<file path="config.mk">
export PLATFORM = sky130hd
export DESIGN_NAME = xcvr_reg_top
export DESIGN_NICKNAME = d
export VERILOG_FILES = /design/src/rtl/xcvr_pkg.sv /design/src/rtl/xcvr_edge_det.sv /design/src/rtl/xcvr_cap_reg.sv /design/src/rtl/xcvr_drive_dec.sv /design/src/rtl/xcvr_reg_top.sv
export SDC_FILE = /design/constraint.sdc
export NUM_CORES = 1
export LEC_CHECK = 0
export ABC_AREA = 1
export BUFFER_PORTS_ARGS = -buffer_cell sky130_fd_sc_hd__buf_2
export CAP_MARGIN = 20
export CORE_MARGIN = 1.5
export CORE_UTILIZATION = 41
export DETAILED_ROUTE_END_ITERATION = 12
export PLACE_DENSITY = 0.76
export RECOVER_POWER = 100
export SETUP_SLACK_MARGIN = 0.2
export SLEW_MARGIN = 20
export SYNTH_ARGS = -nofsm -noshare
export SYNTH_HDL_FRONTEND = slang
export SYNTH_SLANG_ARGS = --single-unit
</file>
<file path="constraint.sdc">
create_clock -name clk_i -period 0.8 [get_ports clk_i]
set_clock_uncertainty 0.1 [all_clocks]
set_input_delay 0.04 -clock clk_i [delete_from_list [all_inputs] [get_ports clk_i]]
set_output_delay 0.04 -clock clk_i [all_outputs]
set_load 0.005 [all_outputs]
</file>
<file path="src/rtl/xcvr_pkg.sv">
package xcvr_pkg;
  localparam int unsigned NUM_SIDES = 2;
  localparam int unsigned SIDE_A    = 0;
  localparam int unsigned SIDE_B    = 1;

  typedef enum logic [1:0] {
    DRV_NONE = 2'b00,
    DRV_A    = 2'b01,
    DRV_B    = 2'b10
  } drive_e;
endpackage

</file>
<file path="src/rtl/xcvr_edge_det.sv">
module xcvr_edge_det #(
  parameter int unsigned N = 2
) (
  input  logic         clk_i,
  input  logic         rst_ni,
  input  logic [N-1:0] lvl_i,
  output logic [N-1:0] rise_o
);
  logic [N-1:0] lvl_q;

  always_ff @(posedge clk_i or negedge rst_ni) begin
    if (!rst_ni) lvl_q <= '0;
    else         lvl_q <= lvl_i;
  end

  assign rise_o = lvl_i & ~lvl_q;
endmodule

</file>
<file path="src/rtl/xcvr_cap_reg.sv">
module xcvr_cap_reg #(
  parameter int unsigned W = 8
) (
  input  logic         clk_i,
  input  logic         rst_ni,
  input  logic         cap_i,
  input  logic [W-1:0] d_i,
  output logic [W-1:0] q_o
);
  always_ff @(posedge clk_i or negedge rst_ni) begin
    if (!rst_ni)    q_o <= '0;
    else if (cap_i) q_o <= d_i;
  end


  load_chk: assert property (@(posedge clk_i) disable iff (!rst_ni)
    cap_i |=> q_o == $past(d_i));


  hold_chk: assert property (@(posedge clk_i) disable iff (!rst_ni)
    !cap_i |=> $stable(q_o));
endmodule

</file>
<file path="src/rtl/xcvr_drive_dec.sv">
module xcvr_drive_dec
  import xcvr_pkg::*;
(
  input  logic   clk_i,
  input  logic   rst_ni,
  input  logic   oe_ni,
  input  logic   dir_i,
  output drive_e drive_o
);
  always_comb begin
    drive_o = DRV_NONE;
    if (rst_ni && !oe_ni) drive_o = dir_i ? DRV_B : DRV_A;
  end


  isolate_chk: assert property (@(posedge clk_i) disable iff (!rst_ni)
    oe_ni |-> drive_o == DRV_NONE);


  single_drv_chk: assert property (@(posedge clk_i) disable iff (!rst_ni)
    $onehot0(drive_o));
endmodule

</file>
<file path="src/rtl/xcvr_reg_top.sv">
module xcvr_reg_top
  import xcvr_pkg::*;
#(
  parameter int unsigned DATA_W = 8
) (
  input  logic              clk_i,
  input  logic              rst_ni,
  input  logic              a_stb_i,
  input  logic              b_stb_i,
  input  logic              oe_ni,
  input  logic              dir_i,
  input  logic              sel_ab_i,
  input  logic              sel_ba_i,
  input  logic [DATA_W-1:0] a_i,
  input  logic [DATA_W-1:0] b_i,
  output logic [DATA_W-1:0] a_o,
  output logic              a_oe_o,
  output logic [DATA_W-1:0] b_o,
  output logic              b_oe_o
);
  localparam int unsigned NS = NUM_SIDES;

  logic [NS-1:0]             stb;
  logic [NS-1:0]             rise;
  logic [NS-1:0][DATA_W-1:0] cap_d;
  logic [NS-1:0][DATA_W-1:0] cap_q;
  drive_e                    drive;

  assign stb[SIDE_A]   = a_stb_i;
  assign stb[SIDE_B]   = b_stb_i;
  assign cap_d[SIDE_A] = a_i;
  assign cap_d[SIDE_B] = b_i;

  xcvr_edge_det #(.N(NS)) u_edge (
    .clk_i  (clk_i),
    .rst_ni (rst_ni),
    .lvl_i  (stb),
    .rise_o (rise)
  );

  for (genvar s = 0; s < NS; s++) begin : g_cap
    xcvr_cap_reg #(.W(DATA_W)) u_reg (
      .clk_i  (clk_i),
      .rst_ni (rst_ni),
      .cap_i  (rise[s]),
      .d_i    (cap_d[s]),
      .q_o    (cap_q[s])
    );
  end

  xcvr_drive_dec u_dec (
    .clk_i   (clk_i),
    .rst_ni  (rst_ni),
    .oe_ni   (oe_ni),
    .dir_i   (dir_i),
    .drive_o (drive)
  );

  // live or stored word per direction
  assign b_o    = sel_ab_i ? cap_q[SIDE_A] : a_i;
  assign a_o    = sel_ba_i ? cap_q[SIDE_B] : b_i;
  assign a_oe_o = (drive == DRV_A);
  assign b_oe_o = (drive == DRV_B);


  stored_ab_chk: assert property (@(posedge clk_i) disable iff (!rst_ni)
    sel_ab_i && $past(rise[SIDE_A]) && !rise[SIDE_A] |-> b_o == $past(a_i));


  stored_ba_chk: assert property (@(posedge clk_i) disable iff (!rst_ni)
    sel_ba_i && $past(rise[SIDE_B]) && !rise[SIDE_B] |-> a_o == $past(b_i));


  dir_chk: assert property (@(posedge clk_i) disable iff (!rst_ni)
    !oe_ni |-> (b_oe_o == dir_i) && (a_oe_o == !dir_i));
endmodule

</file>
==> summary.md, run 1 <==
| Metric | Value |
|---|---|
| Outcome | `finished with violations` |
| Violated checks | `negative hold slack, negative setup slack` |
| Worst-Skew Late Latency | `0.29 ns` |
| Net Switching | `619 uW` |
| Seq cells post-synth | `18` |
| Critical path startpoint category | `register` |
| Global-route usage over all layers | `0.191` |
| Post-synth EDFFs | `0` |
| Util after Layout | `0.610` |
| Post-Synthesis Cells | `126` |
| Synth top area share | `0.481` |
| IO Pins | `42` |
| CP Cell Sequence | `nand2_1 > o21ai_1 > buf_2` |
| First-pass GRT wire length | `3.78 mm` |
| CP Capture Type | `primary output` |
| Drt pass-1 iters | `4` |
| Worst Path Max Fanout | `2` |
| Fin. max-slew vios | `0` |
| GRT overflow | `0` |
| Area leader, netlist | `dfrtp_1` |
| Worst-Margin Slew | `0.530 ns` |
| WS Path Type | `register to primary output` |
| Fin Setup TNS | `-6.41 ns` |
| Initial antenna violation count | `0` |
| R2r startpoint | `u_edge.lvl_q[0]$_DFF_PN0_` |
| DIE WIDTH | `50.8 um` |
| Vias in the first global route | `896` |
| Pwr/cell area | `1570 mW/mm^2` |
| Register area | `450 sq um` |
| Fin cells | `207` |
| CP max-delay cell | `dfrtp_1` |
| Layout cell share with drive strength beyond 1 | `0.413` |
| TritonCTS clock tree | `built` |
| Most frequent cell after synthesis | `nand2_1` |
| Synthesized cell area | `936 sq um` |
| Hold Path Class | `input port to register` |
| Clock Power Share | `0.211` |
| Worst slew margin | `0.647` |
| Nets | `205` |
| Die Span Y | `50.8 um` |
| CP max stage delay | `0.41 ns` |
| Worst Path Buf+Inv | `1` |
| Row count | `17` |
| Asr flop ratio synth | `1.00` |
| Worst slack, placed | `-0.0905 ns` |
| Max Cap Viol | `0` |
| Worst Path Arrival | `0.95 ns` |
| Final worst slack | `-0.286 ns` |
| P&R area growth vs syn | `42.8%` |
| # clock sinks | `18` |
| Placed cells | `195` |
| Drt via density | `4.75` |
| Initial Util | `0.427` |
| Wirelength per Cell | `10.9 um` |
| Fin crit share | `1.36` |
| Design Power | `2.10 mW` |
| Lkg Pwr | `0.776 nW` |
| Fin area | `0.00134 sq mm` |
| Hold WS | `-0.111 ns` |
| Clk root buf | `clkbuf_4` |
| Sequential Power Share | `0.511` |
| 1st-iter DRT viols | `4` |
| Clk slew on worst S/H paths | `0.10 ns` |
| Antenna Violating Nets Remaining | `0` |
| Logic pwr share | `0.278` |
| Mapped Nets | `150` |
| Total number of vias | `983` |
| Ys flop type | `dfrtp_1` |
| Synth top area cells | `dfrtp_1 (48%), nand2_1 (19%), nand3_1 (8.6%)` |
| Part of the Yosys area used for sequential elements | `0.481` |
| P_int | `1.48 mW` |
| Multi-input gate area | `420 sq um` |
| Most frequent cells after synthesis | `nand2_1 (48), dfrtp_1 (18), inv_1 (18)` |
| Distinct cells, synth | `10` |
| Crit path time final | `1.09 ns` |
| Crit path required time | `0.66 ns` |
| RSZ-0062 raised after global routing | `true` |
| Worst setup path start | `g_cap[1].u_reg.q_o[5]$_DFFE_PN0P_` |
| VDD IR-drop max | `926 uV` |
| Detailed-route DRC error count | `0` |
| ANT cells | `0` |
| Max Buffers Root-to-Sink | `2` |
| H-tree lvl count | `1` |
| DP HPWL | `1.71 mm` |
| CTS Hold Bufs | `1` |
| Core area | `0.00219 sq mm` |
| Final setup violating endpoints | `32` |
| # port buffers | `41` |
| Gp weighted congestion | `0.732` |
| Switching share of power | `0.295` |
| HP Start | `a_i[6]` |
| Die Area | `0.00258 sq mm` |
| Placed cell area | `0.00118 sq mm` |
| Pin count of the biggest net entering global routing | `19` |
| Synth warnings | `0` |
| Fill count | `195` |
| Delay-heaviest family, CP | `flip-flops` |
| Syn Area/Cell | `7.43 sq um` |
| Final hold viol count | `17` |
| Number of buffers created by CTS | `3` |
| WL final | `2.25 mm` |
| Fmax | `921 MHz` |
-- logic make-up after synthesis --
kind of cell	count (synthesis)	share of synthesized area
AO/OA/AOI/OAI	16	0.0856
buffers and inverters	24	0.120
flip-flops	18	0.481
AND/OR/NAND/NOR	68	0.313
-- layout make-up --
cell class              instances  share of cell area
flip-flops and latches         18               0.337
multi-input cells              84               0.315
repair buffers                 54               0.247
inverters                      20              0.0581
well taps                      28              0.0262
clock buffers                   3              0.0169
-- layout by cell type (no fill, tap or decap), drive strengths merged --
cell         count
buf             47
clkbuf           9
dfrtp           18
dlygate4sd3      1
inv             20
nand2           50
nand3           16
nor3             2
o21ai           16
-- worst min-delay path: stages --
cell     delay [ns]
buf_2          0.09
nand3_1        0.06
nand2_1        0.06
-- power groups by stage --
stage / registers (mW) / clock network (mW) / logic (mW)
finish: 1.07 / 0.443 / 0.585
global route: 1.08 / 0.498 / 0.657
CTS: 1.07 / 0.464 / 0.523
detailed placement: 1.09 / 0 / 0.469
global placement: 1.09 / 0 / 0.442
floorplan: 1.07 / 0 / 0.248
-- path summary, 6_finish.rpt --
| path | end | slack, ns | cells past startpoint |
|---|---|---|---|
| min reg2reg | g_cap[0].u_reg.q_o[4]$_DFFE_PN0P_ | 0.38 | 2 |
| max in group asynchronous | g_cap[0].u_reg.q_o[0]$_DFFE_PN0P_ | 0.15 | 3 |
| min | g_cap[0].u_reg.q_o[6]$_DFFE_PN0P_ | -0.11 | 3 |
| max | a_o[5] | -0.29 | 3 |
| max reg2reg | g_cap[0].u_reg.q_o[2]$_DFFE_PN0P_ | -0.15 | 4 |
| min in group asynchronous | u_edge.lvl_q[1]$_DFF_PN0_ | 0.25 | 3 |
-- layer usage --
layer  share of wire  GRT usage  vias up  wire length, um
li1                -          -      499                -
met1            0.43      0.230      444              971
met2            0.50      0.344       36             1130
met3           0.056     0.0268        4              127
met4          0.0076     0.0676        0               17
met5               0          0        -                0
-- what timing repair did --
item / 4_1_cts / 5_1_grt
pin swaps: 2 / 3
setup endpoints to repair: 33 / 52
resized for setup: 10 / 15
buffers inserted: 3 / 5
cloned: 0 / 0
hold endpoints to repair: 36 / 18
-- sequential cells by signal, summed over array words and instances (netlist names) --
name             count
u_edge.lvl_q         2
g_cap.u_reg.q_o     16
Power figures use the tool's default switching activity.
==> inputs of run 2 (changes only) <==
--- a/config.mk
+++ b/config.mk
@@ -8,7 +8,6 @@
 export ABC_AREA = 1
 export BUFFER_PORTS_ARGS = -buffer_cell sky130_fd_sc_hd__buf_2
 export CAP_MARGIN = 20
-export CORE_MARGIN = 1.5
 export CORE_UTILIZATION = 41
 export DETAILED_ROUTE_END_ITERATION = 12
 export PLACE_DENSITY = 0.76
==> run 2 against run 1 <==
Against the previous run:
- combinational power grew 1%
- sequential cell count is the same
- critical path type unchanged
- final cell count grew 0.48%
- final area grew 0.75%
- the flow still finishes with violations (negative hold slack, negative setup slack)
- setup slack gained 0.011 ns
- sequential share of layout area shrank 0.25 points
- via count shrank 2.5%
- utilization grew 4.3 points
- clock power grew 21%
- worst hold slack gained 0.0027 ns
- routed wire length shrank 2.5%
- sequential power is essentially flat
- largest power group unchanged
==> summary.md, run 2 (synthesis results as in run 1) <==
| Metric | Value |
|---|---|
| CTS Hold Bufs | `1 (unchanged)` |
| Outcome | `finished with violations` |
| DP HPWL | `1.54 mm (-10%)` |
| Antenna Violating Nets Remaining | `0 (unchanged)` |
| Lkg Pwr | `0.789 nW (+1.7%)` |
| P_int | `1.60 mW (+7.6%)` |
| Most flop-heavy register | `g_cap.u_reg.q_o` |
| Final hold viol count | `17 (unchanged)` |
| Net Switching | `611 uW (-1.4%)` |
| Max FFs per register | `16 (unchanged)` |
| Number of buffers created by CTS | `3 (unchanged)` |
| Critical path startpoint category | `register` |
| Crit path required time | `0.66 ns (about the same)` |
| VDD IR-drop max | `886 uV (-4.4%)` |
| Drt pass-1 iters | `4 (unchanged)` |
| R2r startpoint | `u_edge.lvl_q[1]$_DFF_PN0_` |
| WS Path Type | `register to primary output` |
| Fin cells | `208 (+0.48%)` |
| Most frequent cells in the layout | `nand2_1 (37), buf_2 (36), dfrtp_1 (18)` |
| Die Area | `0.00248 sq mm (-3.9%)` |
| CP max stage delay | `0.40 ns (about the same)` |
| RSZ-0062 raised after global routing | `true` |
| Placed cell area | `0.00118 sq mm (-0.11%)` |
| Worst slew margin | `0.670 (+0.0233)` |
| CP Cell Sequence | `nand2_1 > o21ai_1 > buf_2` |
| Layout cell share with drive strength beyond 1 | `0.409 (-0.00457)` |
| IO Pins | `42 (unchanged)` |
| Initial Util | `0.454 (+0.0267)` |
| Reg2Reg Setup Slack | `-0.15 ns (about the same)` |
| Critical Path End | `a_o[1]` |
| Sequential Power Share | `0.488 (-0.023)` |
| Die Span Y | `49.8 um (-2.0%)` |
| First-pass GRT wire length | `3.52 mm (-6.9%)` |
| Worst r2r path cells | `4 (unchanged)` |
| Clk root buf | `clkbuf_4` |
| Clk slew on worst S/H paths | `0.10 ns (about the same)` |
| Max Buffers Root-to-Sink | `2 (unchanged)` |
| Detailed-route DRC error count | `0 (unchanged)` |
| Fin crit share | `1.34 (-0.0138)` |
| H-tree lvl count | `1 (unchanged)` |
| Fin. max-slew vios | `0 (unchanged)` |
| Worst-Skew Late Latency | `0.28 ns (about the same)` |
| # port buffers | `41 (unchanged)` |
| Final worst slack | `-0.275 ns (+0.0111 ns)` |
| Fmax | `930 MHz (+1.0%)` |
| WL final | `2.19 mm (-2.5%)` |
| 1st-iter DRT viols | `18 (+14)` |
| Hold WS | `-0.108 ns (+0.00268 ns)` |
| Global-route usage over all layers | `0.183 (-0.00777)` |
| Wirelength per Cell | `10.5 um (-3.0%)` |
| # clock sinks | `18 (unchanged)` |
| Max Cap Viol | `0 (unchanged)` |
| GRT overflow | `0 (unchanged)` |
| Most common cell after layout, fill and taps aside | `nand2_1` |
| Largest regs | `g_cap.u_reg.q_o x16, u_edge.lvl_q x2` |
| DIE WIDTH | `49.8 um (-2.0%)` |
| CP max-delay cell | `dfrtp_1` |
| TritonCTS clock tree | `built` |
| Crit Reg-Reg Endpoint | `g_cap[1].u_reg.q_o[0]$_DFFE_PN0P_` |
| Placed cells | `194 (-0.51%)` |
| Crit path time final | `1.07 ns (-0.0111 ns)` |
| Final setup violating endpoints | `32 (unchanged)` |
| Gp weighted congestion | `0.704 (-3.9%)` |
| ANT cells | `0 (unchanged)` |
| Worst Path Max Fanout | `2 (unchanged)` |
| Fin Setup TNS | `-6.26 ns (+0.153 ns)` |
| Initial antenna violation count | `0 (unchanged)` |
| Fin area | `0.00135 sq mm (+0.75%)` |
| Nets | `206 (+0.49%)` |
| P&R area growth vs syn | `43.9%` |
| Row count | `16 (-1)` |
| Pin count of the biggest net entering global routing | `19 (unchanged)` |
| Vias in the first global route | `872 (-2.7%)` |
| Worst setup path start | `g_cap[1].u_reg.q_o[1]$_DFFE_PN0P_` |
| Pwr/cell area | `1640 mW/mm^2 (+4.1%)` |
| Hold Path Class | `input port to register` |
| Switching share of power | `0.277 (-0.0177)` |
| Total number of vias | `958 (-2.5%)` |
| CP Capture Type | `primary output` |
| Drt via density | `4.61 (-3.0%)` |
| Clock Power Share | `0.244 (+0.033)` |
| Core area | `0.00206 sq mm (-5.9%)` |
| Violated checks | `negative hold slack, negative setup slack` |
| Worst-Margin Slew | `0.495 ns (-0.0349 ns)` |
| Worst Path Arrival | `0.93 ns (-0.02 ns)` |
| Logic pwr share | `0.269 (-0.009)` |
| Fill count | `192 (-1.5%)` |
run 2: power by group through the flow:
stage,Combinational (mW),Clock [mW],Sequential (mW)
4_1_cts,0.511,0.559,1.07
2_1_floorplan,0.248,0,1.07
3_3_place_gp,0.442,0,1.09
3_5_place_dp,0.460,0,1.09
5_1_grt,0.664,0.606,1.09
6_report,0.592,0.537,1.08
run 2: per-layer routing:
| layer | vias to the layer above | share of wire | GRT usage |
|---|---|---|---|
| met5 | - | 0 | 0 |
| met4 | 0 | 0.011 | 0.0524 |
| met3 | 4 | 0.047 | 0.0309 |
| met2 | 31 | 0.50 | 0.340 |
| met1 | 423 | 0.44 | 0.212 |
| li1 | 500 | - | - |
run 2: worst min-delay path by stage:
stage	startpoint	endpoint	slack, ns	cells after the start
after global routing	a_i[2]	g_cap[0].u_reg.q_o[2]$_DFFE_PN0P_	-0.12	3
after detailed placement	rst_ni	g_cap[0].u_reg.q_o[7]$_DFFE_PN0P_	-0.07	2
after global placement	rst_ni	g_cap[1].u_reg.q_o[0]$_DFFE_PN0P_	-0.07	2
after CTS	a_stb_i	u_edge.lvl_q[0]$_DFF_PN0_	-0.12	1
after floorplan	rst_ni	g_cap[0].u_reg.q_o[0]$_DFFE_PN0P_	-0.36	0
final	b_i[4]	g_cap[1].u_reg.q_o[4]$_DFFE_PN0P_	-0.11	3
run 2: what timing repair did:
| item | CTS | global route |
|---|---|---|
| endpoints found under the setup margin | 33 | 33 |
| setup buffers | 4 | 5 |
| resized for setup | 4 | 17 |
| hold endpoints to repair | 36 | 18 |
| pin swaps | 1 | 5 |
run 2: per-stage QoR:
| stage | setup slack, ns | power (mW) | utilization |
|---|---|---|---|
| after detailed placement | -0.0894 | 1.55 | 0.572 |
| after floorplan | -0.0605 | 1.32 | - |
| after global placement | -0.0574 | 1.53 | 0.572 |
| final | -0.275 | 2.21 | 0.653 |
| after CTS | -0.283 | 2.14 | 0.615 |
| after global routing | -0.335 | 2.36 | 0.653 |
run 2: worst max-delay path: cells and delay by family (launching register included):
kind            cells  cell delay, ns
flops               1            0.40
simple gates        1            0.06
compound gates      1            0.06
buf+inv             1            0.13
run 2: area by class of cell:
type / instances / area, sq um / share of cell area
Multi-Input combinational cell: 84 / 410 / 0.305
Tap cell: 27 / 33.8 / 0.0251
Inverter: 20 / 75.1 / 0.0558
Timing Repair Buffer: 55 / 340 / 0.253
Sequential cell: 18 / 450 / 0.335
Clock buffer: 4 / 36.3 / 0.0270
==> inputs of run 3 (changes only) <==
--- a/config.mk
+++ b/config.mk
@@ -8,6 +8,7 @@
 export ABC_AREA = 1
 export BUFFER_PORTS_ARGS = -buffer_cell sky130_fd_sc_hd__buf_2
 export CAP_MARGIN = 20
+export CORE_MARGIN = 3
 export CORE_UTILIZATION = 41
 export DETAILED_ROUTE_END_ITERATION = 12
 export PLACE_DENSITY = 0.76
==> run 3 against run 2 <==
Against the previous run:
- the flow still finishes with violations (negative hold slack, negative setup slack)
- via count fell by 4.0%
- critical path depth did not move
- routed wire length fell by 1.5%
- die area rose by 17%
- first-iteration DRC count fell by 78%
- combinational power fell by 9.8%
- sequential cell count did not move
- fmax fell by 1.4%
- global-route usage fell by 3.4 points
- total power fell by 7.0%
- non-clock buffer count fell by 6
- clock-buffer cell count fell by 1
- critical path type unchanged
==> summary.md, run 3 (synthesis results as in run 1) <==
| Metric | Value |
|---|---|
| Fin cells | `201 (-3.4%)` |
| Max Buffers Root-to-Sink | `2 (unchanged)` |
| WS Path Type | `register to primary output` |
| Pwr/cell area | `1580 mW/mm^2 (-3.8%)` |
| Hold WS | `-0.105 ns (+0.00376 ns)` |
| Fmax | `917 MHz (-1.4%)` |
| Clk slew on worst S/H paths | `0.10 ns (about the same)` |
| Layout cell share with drive strength beyond 1 | `0.397 (-0.0123)` |
| 1st-iter DRT viols | `4 (-14)` |
| P&R area growth vs syn | `39.0%` |
| CP Capture Type | `primary output` |
| VDD IR-drop max | `950 uV (+7.3%)` |
| R2r startpoint | `u_edge.lvl_q[0]$_DFF_PN0_` |
| DP HPWL | `1.54 mm (+0.22%)` |
| Drt via density | `4.58 (-0.62%)` |
| TritonCTS clock tree | `built` |
| Worst-Margin Slew | `0.514 ns (+0.0191 ns)` |
| Worst Path Arrival | `0.95 ns (+0.02 ns)` |
| Die Area | `0.00289 sq mm (+17%)` |
| CP max-delay cell | `dfrtp_1` |
| Fill count | `183 (-4.7%)` |
| Design Power | `2.05 mW (-7.0%)` |
| Vias in the first global route | `764 (-12%)` |
| Placed cells | `193 (-0.52%)` |
| H-tree lvl count | `1 (unchanged)` |
| IO Pins | `42 (unchanged)` |
| Gp weighted congestion | `0.804 (+14%)` |
| Die Span Y | `53.8 um (+8.0%)` |
| Wirelength per Cell | `10.7 um (+2.0%)` |
| RSZ-0062 raised after global routing | `true` |
| CTS Hold Bufs | `1 (unchanged)` |
| Drt pass-1 iters | `4 (unchanged)` |
| # port buffers | `41 (unchanged)` |
| DIE WIDTH | `53.8 um (+8.0%)` |
| Outcome | `finished with violations` |
| Pin count of the biggest net entering global routing | `19 (unchanged)` |
| Total number of vias | `920 (-4.0%)` |
| Nets | `200 (-2.9%)` |
| CP max stage delay | `0.41 ns (about the same)` |
| Worst slew margin | `0.657 (-0.0127)` |
| Final worst slack | `-0.290 ns (-0.0156 ns)` |
| Fin. max-slew vios | `0 (unchanged)` |
| HP Start | `a_i[2]` |
| Worst setup path start | `g_cap[0].u_reg.q_o[5]$_DFFE_PN0P_` |
| ANT cells | `0 (unchanged)` |
| Max FFs per register | `16 (unchanged)` |
| GRT overflow | `0 (unchanged)` |
| Crit path required time | `0.66 ns (about the same)` |
| Initial antenna violation count | `0 (unchanged)` |
| Worst-Skew Late Latency | `0.28 ns (about the same)` |
| Most common cell after layout, fill and taps aside | `nand2_1` |
| Final setup violating endpoints | `32 (unchanged)` |
| Number of buffers created by CTS | `3 (unchanged)` |
| Largest regs | `g_cap.u_reg.q_o x16, u_edge.lvl_q x2` |
| Detailed-route DRC error count | `0 (unchanged)` |
| Final hold viol count | `17 (unchanged)` |
| Worst slack, placed | `-0.0969 ns (-0.00749 ns)` |
| Fin crit share | `1.36 (+0.0195)` |
| Util after Layout | `0.631 (-0.0218)` |
| Violated checks | `negative hold slack, negative setup slack` |
| Max Cap Viol | `0 (unchanged)` |
| CP Cell Sequence | `nand2_1 > o21ai_1 > buf_2` |
| Antenna Violating Nets Remaining | `0 (unchanged)` |
| Reg2Reg Setup Slack | `-0.16 ns (about the same)` |
| # clock sinks | `18 (unchanged)` |
| Most frequent cells in the layout | `nand2_1 (36), buf_2 (34), dfrtp_1 (18)` |
| First-pass GRT wire length | `3.24 mm (-7.8%)` |
| Critical path startpoint category | `register` |
| Clk root buf | `clkbuf_4` |
| Lkg Pwr | `0.757 nW (-4.0%)` |
| Worst Path Max Fanout | `2 (unchanged)` |
| Crit path time final | `1.09 ns (+0.0156 ns)` |
| Hold Path Class | `input port to register` |
| Most flop-heavy register | `g_cap.u_reg.q_o` |
| Core area | `0.00206 sq mm (unchanged)` |
| Initial Util | `0.454 (unchanged)` |
| WL final | `2.16 mm (-1.5%)` |
| Global-route usage over all layers | `0.150 (-0.0335)` |
| Row count | `16 (unchanged)` |
[run 3: repair_timing]
| item | 4_1_cts | 5_1_grt |
|---|---|---|
| cloned | 0 | 0 |
| resized for setup | 1 | 19 |
| buffers inserted | 2 | 2 |
| setup endpoints to repair | 33 | 51 |
| endpoints found under the hold margin | 36 | 18 |
| pin swaps | 2 | 4 |
[run 3: final cells by class]
cell class,instances,area (sq um),share of cell area
Sequential cell,18,450,0.346
Multi-Input combinational cell,84,418,0.321
Timing Repair Buffer,49,302,0.232
Inverter,20,75.1,0.0577
Tap cell,27,33.8,0.0260
Clock buffer,3,22.5,0.0173
[run 3: path summary, 6_finish.rpt]
kind                       cells after the start                                 to
min in group asynchronous                      3  g_cap[1].u_reg.q_o[0]$_DFFE_PN0P_
max                                            3                             b_o[5]
max in group asynchronous                      3  g_cap[1].u_reg.q_o[3]$_DFFE_PN0P_
min                                            3  g_cap[0].u_reg.q_o[2]$_DFFE_PN0P_
min reg2reg                                    2  g_cap[1].u_reg.q_o[6]$_DFFE_PN0P_
max reg2reg                                    4  g_cap[0].u_reg.q_o[7]$_DFFE_PN0P_
[run 3: worst max-delay path, delay by kind of cell (launching register included)]
family,cells,cell delay [ns]
AOI/OAI and AO/OA,1,0.06
and+or+nand+nor,1,0.07
buffers and inverters,1,0.13
DFF,1,0.41
[run 3: through the flow]
stage	instance area, sq um	setup TNS (ns)	hold WS, ns
global placement	1180	-0.980	-0.0754
finish	1300	-6.47	-0.105
floorplan	936	-0.968	-0.356
CTS	1230	-5.75	-0.121
global route	1300	-8.08	-0.113
detailed placement	1180	-1.27	-0.0759
[run 3: per-layer routing]
metal  global-route usage  routed length (um)  part of all wire  vias up
li1                     -                   -                 -      487
met1                0.200                 990              0.46      399
met2                0.248                 997              0.46       32
met3               0.0194                 164             0.076        2
met4               0.0511                   8            0.0037        0
met5                    0                   0                 0        -
[run 3: power breakdown]
part | switching [mW] | total [mW] | internal (mW)
clock | 0.259 | 0.434 | 0.175
combinational | 0.270 | 0.534 | 0.264
sequential | 0.0679 | 1.08 | 1.02
total | 0.597 | 2.05 | 1.45
